==> config.mk <==
export PLATFORM = sky130hd
export DESIGN_NAME = grid_mux_driver
export DESIGN_NICKNAME = d
export VERILOG_FILES = /design/src/rtl/grid_mux_pkg.sv /design/src/rtl/grid_scan_fsm.sv /design/src/rtl/grid_slot_latch.sv /design/src/rtl/grid_seg_gate.sv /design/src/rtl/grid_mux_driver.sv
export SDC_FILE = /design/constraint.sdc
export NUM_CORES = 1
export LEC_CHECK = 0
export CAP_MARGIN = 10
export CORE_MARGIN = 3
export CORE_UTILIZATION = 44
export DETAILED_ROUTE_END_ITERATION = 10
export GPL_ROUTABILITY_DRIVEN = 0
export GPL_TIMING_DRIVEN = 0
export PLACE_DENSITY_LB_ADDON = 0.1
export SLEW_MARGIN = 0
export SYNTH_ARGS = -nofsm -noshare
export SYNTH_HDL_FRONTEND = slang
export SYNTH_HIERARCHICAL = 1
export SYNTH_SLANG_ARGS = --single-unit
==> constraint.sdc <==
create_clock -name clk -period 1.9 [get_ports clk]
set_input_delay 0.475 -clock clk [delete_from_list [all_inputs] [get_ports clk]]
set_output_delay 0.475 -clock clk [all_outputs]
set_load 0.03 [all_outputs]
==> src/rtl/grid_mux_pkg.sv <==
package grid_mux_pkg;

    localparam int SLOT_SUBTICKS = 16;

    typedef enum logic [1:0] {
        ST_FETCH_LO,
        ST_FETCH_HI,
        ST_SCAN
    } scan_state_t;

    // Lit sub-ticks per slot for each dimming code (non-linear, in sixteenths)
    function automatic logic [4:0] on_sixteenths(input logic [2:0] code);
        logic [4:0] n;
        unique case (code)
            3'd0: n = 5'd1;
            3'd1: n = 5'd2;
            3'd2: n = 5'd4;
            3'd3: n = 5'd10;
            3'd4: n = 5'd11;
            3'd5: n = 5'd12;
            3'd6: n = 5'd13;
            default: n = 5'd14;
        endcase
        return n;
    endfunction

endpackage

==> src/rtl/grid_scan_fsm.sv <==
module grid_scan_fsm
    import grid_mux_pkg::*;
#(
    parameter int NUM_GRIDS = 5,
    parameter int GRID_W    = 3,
    parameter int SUB_W     = 4,
    parameter int ADDR_W    = 4
) (
    input  logic              clk,
    input  logic              rst_n,
    input  logic              slot_tick,
    output scan_state_t       state,
    output logic [GRID_W-1:0] grid,
    output logic [SUB_W-1:0]  sub,
    output logic [ADDR_W-1:0] ram_rd_addr,
    output logic              load_lo,
    output logic              load_hi,
    output logic              frame_end
);

    scan_state_t       state_nx;
    logic [GRID_W-1:0] grid_nx;
    logic [SUB_W-1:0]  sub_nx;
    logic              last_sub;
    logic              last_grid;

    assign last_sub  = (sub == SUB_W'(SLOT_SUBTICKS - 1));
    assign last_grid = (grid == GRID_W'(NUM_GRIDS - 1));

    // State register
    always_ff @(posedge clk or negedge rst_n) begin
        if (!rst_n) begin
            state <= ST_FETCH_LO;
            grid  <= '0;
            sub   <= '0;
        end else begin
            state <= state_nx;
            grid  <= grid_nx;
            sub   <= sub_nx;
        end
    end

    // Next-state logic
    always_comb begin
        state_nx = state;
        grid_nx  = grid;
        sub_nx   = sub;
        unique case (state)
            ST_FETCH_LO: state_nx = ST_FETCH_HI;
            ST_FETCH_HI: begin
                state_nx = ST_SCAN;
                sub_nx   = '0;
            end
            ST_SCAN: begin
                if (slot_tick) begin
                    if (last_sub) begin
                        sub_nx   = '0;
                        state_nx = ST_FETCH_LO;
                        grid_nx  = last_grid ? '0 : grid + GRID_W'(1);
                    end else begin
                        sub_nx = sub + SUB_W'(1);
                    end
                end
            end
            default: state_nx = ST_FETCH_LO;
        endcase
    end

    // Outputs
    always_comb begin
        load_lo     = 1'b0;
        load_hi     = 1'b0;
        frame_end   = 1'b0;
        ram_rd_addr = ADDR_W'({grid, 1'b0});
        unique case (state)
            ST_FETCH_LO: load_lo = 1'b1;
            ST_FETCH_HI: begin
                load_hi     = 1'b1;
                ram_rd_addr = ADDR_W'({grid, 1'b1});
            end
            ST_SCAN:     frame_end = slot_tick && last_sub && last_grid;
            default:     ;
        endcase
    end

endmodule

==> src/rtl/grid_slot_latch.sv <==
module grid_slot_latch #(
    parameter int SEG_HI = 2
) (
    input  logic              clk,
    input  logic              rst_n,
    input  logic              load_lo,
    input  logic              load_hi,
    input  logic [7:0]        ram_rd_data,
    input  logic [2:0]        dim_code,
    input  logic              disp_on,
    output logic [7:0]        lo_q,
    output logic [SEG_HI-1:0] hi_q,
    output logic [2:0]        dim_q,
    output logic              on_q
);

    always_ff @(posedge clk or negedge rst_n) begin
        if (!rst_n) begin
            lo_q  <= '0;
            hi_q  <= '0;
            dim_q <= 3'd0;
            on_q  <= 1'b0;
        end else begin
            if (load_lo) lo_q <= ram_rd_data;
            if (load_hi) begin
                hi_q  <= ram_rd_data[SEG_HI-1:0];
                dim_q <= dim_code;
                on_q  <= disp_on;
            end
        end
    end

endmodule

==> src/rtl/grid_seg_gate.sv <==
module grid_seg_gate
    import grid_mux_pkg::*;
#(
    parameter int NUM_GRIDS   = 5,
    parameter int SEGS        = 10,
    parameter int GRID_W      = 3,
    parameter int SUB_W       = 4,
    parameter bit BLANK_EDGES = 1'b0
) (
    input  scan_state_t        state,
    input  logic [GRID_W-1:0]  grid,
    input  logic [SUB_W-1:0]   sub,
    input  logic [7:0]         lo_q,
    input  logic [SEGS-9:0]    hi_q,
    input  logic [2:0]         dim_q,
    input  logic               on_q,
    output logic [SEGS-1:0]    seg_en,
    output logic [NUM_GRIDS-1:0] grid_n
);

    logic grid_live;
    logic in_pulse;
    logic edge_ok;

    assign grid_live = (state == ST_SCAN) && on_q;
    assign in_pulse  = ({1'b0, sub} < on_sixteenths(dim_q));

    generate
        if (BLANK_EDGES) begin : g_edge_blank
            assign edge_ok = (sub != '0) && (sub != SUB_W'(SLOT_SUBTICKS - 1));
        end else begin : g_no_blank
            assign edge_ok = 1'b1;
        end
    endgenerate

    generate
        for (genvar g = 0; g < NUM_GRIDS; g++) begin : g_grid_drv
            assign grid_n[g] = !(grid_live && (grid == GRID_W'(g)));
        end
    endgenerate

    assign seg_en = (grid_live && in_pulse && edge_ok) ? {hi_q, lo_q} : '0;

endmodule

==> src/rtl/grid_mux_driver.sv <==
module grid_mux_driver
    import grid_mux_pkg::*;
#(
    parameter int NUM_GRIDS   = 5,
    parameter int SEGS        = 10,
    parameter bit BLANK_EDGES = 1'b0,
    localparam int GRID_W     = $clog2(NUM_GRIDS),
    localparam int ADDR_W     = $clog2(2 * NUM_GRIDS),
    localparam int SUB_W      = $clog2(SLOT_SUBTICKS)
) (
    input  logic                 clk,
    input  logic                 rst_n,
    input  logic                 slot_tick,
    input  logic [2:0]           dim_code,
    input  logic                 disp_on,
    input  logic [7:0]           ram_rd_data,
    output logic [ADDR_W-1:0]    ram_rd_addr,
    output logic [SEGS-1:0]      seg_en,
    output logic [NUM_GRIDS-1:0] grid_n,
    output logic [GRID_W-1:0]    grid_idx,
    output logic                 frame_end
);

    localparam int SEG_HI = SEGS - 8;

    scan_state_t       state;
    logic [GRID_W-1:0] grid;
    logic [SUB_W-1:0]  sub;
    logic              load_lo, load_hi;
    logic [7:0]        lo_q;
    logic [SEG_HI-1:0] hi_q;
    logic [2:0]        dim_q;
    logic              on_q;

    grid_scan_fsm #(
        .NUM_GRIDS(NUM_GRIDS), .GRID_W(GRID_W), .SUB_W(SUB_W), .ADDR_W(ADDR_W)
    ) fsm_i (
        .clk(clk), .rst_n(rst_n), .slot_tick(slot_tick),
        .state(state), .grid(grid), .sub(sub), .ram_rd_addr(ram_rd_addr),
        .load_lo(load_lo), .load_hi(load_hi), .frame_end(frame_end)
    );

    grid_slot_latch #(.SEG_HI(SEG_HI)) latch_i (
        .clk(clk), .rst_n(rst_n), .load_lo(load_lo), .load_hi(load_hi),
        .ram_rd_data(ram_rd_data), .dim_code(dim_code), .disp_on(disp_on),
        .lo_q(lo_q), .hi_q(hi_q), .dim_q(dim_q), .on_q(on_q)
    );

    grid_seg_gate #(
        .NUM_GRIDS(NUM_GRIDS), .SEGS(SEGS), .GRID_W(GRID_W), .SUB_W(SUB_W),
        .BLANK_EDGES(BLANK_EDGES)
    ) gate_i (
        .state(state), .grid(grid), .sub(sub), .lo_q(lo_q), .hi_q(hi_q),
        .dim_q(dim_q), .on_q(on_q), .seg_en(seg_en), .grid_n(grid_n)
    );

    assign grid_idx = grid;

endmodule

==> run metrics <==
Post-Synthesis Cells=133; root buf cell=clkbuf_4; synth unique cells=33; final setup fails=12; CP Data Required Time=1420 ps; Clk Latency, worst-skew pair=320 ps; Worst-Margin Slew=1070 ps; Worst path max stage delay=430 ps; die area=0.00423 mm²; number of enable flip-flop cells after synthesis=0; CTS tree=built; Placed Area=0.00206 mm²; Vias/cell=5.31; diode count=0; CTS HTree Levels=1; Crit Path Class=flop to primary output; Die Ht=65.0 µm; fin area=0.00229 mm²; drt wl/cell=15.6 µm; delay-heaviest family, CP=simple AND/OR/NAND/NOR gates; Syn Nets=154; clk_skew=8.93 ps; Synth async-reset ratio=1.00; P_sw=1420 µW; Buf+Inv Stages, Crit Path=2; num ports=38; crit path DAT=2040 ps; Comb pwr share=0.667; sequential share of power=0.264; Core Box Area=0.00318 mm²; port bufs=37; PnR worst setup slack=-618 ps; area grow syn2layout=49.7%; Slew HR=0.283; final wirelength=3.64 mm; Setup TNS Final=-6330 ps; clock period minus worst slack=2520 ps; CTS sink count=23; Final Slew Violations=0; first-pass detailed-route iteration total=6; CTS buffer count=3; post-detailed-placement half-perimeter wirelength=2.41 mm; leakage=0.00101 µW; HP Class=flop to flop; post-synthesis sequential area ratio=0.376; Final Hold Fails=0; largest net degree at the start of global routing=24; Rows=20; Tcrit/Tclk final=1.33; synthesis-stage register bit count=23; GR Util All Layers=0.184; initial antenna violation count=0; Sw Share=0.416; Critical Path Source Type=flop; Clock transition at path regs=130 ps; failing checks=setup timing; proportion of layout cells with a drive suffix above 1=0.505; Initial DRC Count=58; slowest stage cell on the critical path=dfrtp_1; nets=212; ordered cell list for the critical path=nor2b_4, xnor2_2, ha_1, nand3_2, a21oi_4, buf_12, nor4_4, buf_6; Crit Path Max Fanout=5; Clock Tree Buf Depth=2; clock share of power=0.069; unrepaired setup endpoints after global routing=true; Pint=1990 µW; status=finished with violations; Detail Route Antenna Nets=0; syn avg cell area=11.5 µm²; Primary FF master, synth=dfrtp_1; Die W=65.0 µm; max-capacitance violation count=0; Worst VDD drop=0.000879 V; vias=1242; drt drc=0; CP endpoint kind=primary output; Netlist Area Pre-Place=0.00153 mm²; Pwr per Cell Area=1480 mW/mm²; total gr overflow=0; Syn. warnings=6; first-pass GRT wire length=6.13 mm; Post-CTS Hold Buffers=0; Starting Density=0.482; fmax=0.397 GHz; vias in the first global route=1268
cell type report:
class / count / area [µm²]
clock inverters: 1 / 5.00
clock buffers: 3 / 22.5
flip-flops and latches: 23 / 584
inverters: 6 / 22.5
multi-input cells: 94 / 1000
well taps: 44 / 55.1
fillers: 253 / 883
repair buffers: 54 / 520
plain buffers: 9 / 80.1
path summary, 6_finish.rpt:
path / slack (ps) / startpoint / to / depth (start not counted)
max: -620 / latch_i/dim_q[2] / seg_en[2] / 8
min: 530 / latch_i/lo_q[0] / latch_i/lo_q[0] / 1
max reg2reg: 260 / fsm_i/state[1] / latch_i/hi_q[0] / 8
min reg2reg: 530 / latch_i/lo_q[0] / latch_i/lo_q[0] / 1
max in group asynchronous: 460 / rst_n / latch_i/dim_q[1] / 1
min in group asynchronous: 720 / rst_n / fsm_i/grid[1] / 1
cell usage after synthesis (2+ instances only):
cell type,instances,area share
nand3b_1,2,0.0098
nand3_1,4,0.013
o31ai_1,2,0.0098
nor2_1,7,0.017
and3_1,2,0.0082
o21ai_0,3,0.0098
nand2b_1,12,0.049
ha_1,6,0.049
mux2_1,2,0.015
nor4_2,10,0.082
o211ai_1,4,0.020
nor2b_1,2,0.0082
buf_6,2,0.015
buf_4,5,0.024
nand2_1,5,0.012
buf_2,3,0.0098
mux2_4,14,0.14
a21oi_1,6,0.020
inv_1,6,0.015
dfrtp_1,23,0.38
registers in the layout, summed over array words and instances, names as in the netlist:
name           flops
fsm_i/grid         3
fsm_i/state        2
fsm_i/sub          4
latch_i/dim_q      3
latch_i/hi_q       2
latch_i/lo_q       8
latch_i/on_q       1
metal layers:
layer	share of wire	track usage	up-vias
li1	-	-	590
met1	0.43	0.231	612
met2	0.51	0.319	34
met3	0.053	0.0485	6
met4	0.013	0.0363	0
met5	0	0	-
through the flow:
step	utilization	setup WS, ps	hold WS, ps	power (µW)	instances
2_1_floorplan	-	-252	179	2320	133
3_3_place_gp	0.648	-897	496	2680	214
3_5_place_dp	0.648	-921	502	2740	214
4_1_cts	0.706	-623	536	3320	232
5_1_grt	0.722	-746	549	3630	234
6_report	0.722	-618	531	3400	234
power by group through the flow:
stage                     Clock [µW]  Sequential (µW)  Combinational [µW]
after floorplan                    0              866                1450
after global placement             0              895                1780
after detailed placement           0              916                1820
after CTS                        247              887                2180
after global routing             271              929                2430
final                            234              898                2270
repair_timing:
item                                    in CTS  in global routing
setup buffers                               13                  4
gates cloned                                 1                  0
gates resized for setup                    127                 15
endpoints found under the setup margin      23                 14
pin swaps                                    3                  1
cell usage in the layout (no fill, tap or decap), types with 2 or more instances in the layout:
cell type	Yosys	layout
buf_4	5	20
buf_6	2	17
dfrtp_1	23	16
mux2_4	14	14
clkdlybuf4s50_1	0	13
nand2b_1	12	10
nor4_4	0	10
dfrtp_2	0	7
dlygate4sd2_1	0	7
nor2_1	7	6
a21oi_1	6	6
inv_1	6	5
ha_1	6	5
buf_2	3	4
nand2_1	5	4
o211ai_1	4	4
clkbuf_4	0	3
o21ai_0	3	3
nand3_1	4	3
nand2b_4	1	2
nor2_4	1	2
mux2_1	2	2
o31ai_1	2	2
nand3b_1	2	2
logic make-up (layout without fill, tap and decap cells):
family | after synthesis | count (layout) | synth area share
flops | 23 | 23 | 0.376
compound gates | 17 | 17 | 0.0751
xor+xnor | 1 | 1 | 0.00572
mux | 17 | 17 | 0.158
buf+inv | 16 | 73 | 0.0637
simple gates | 53 | 53 | 0.273
fa+ha+maj | 6 | 6 | 0.0490
Note: power is estimated with default switching activity, not from simulation.
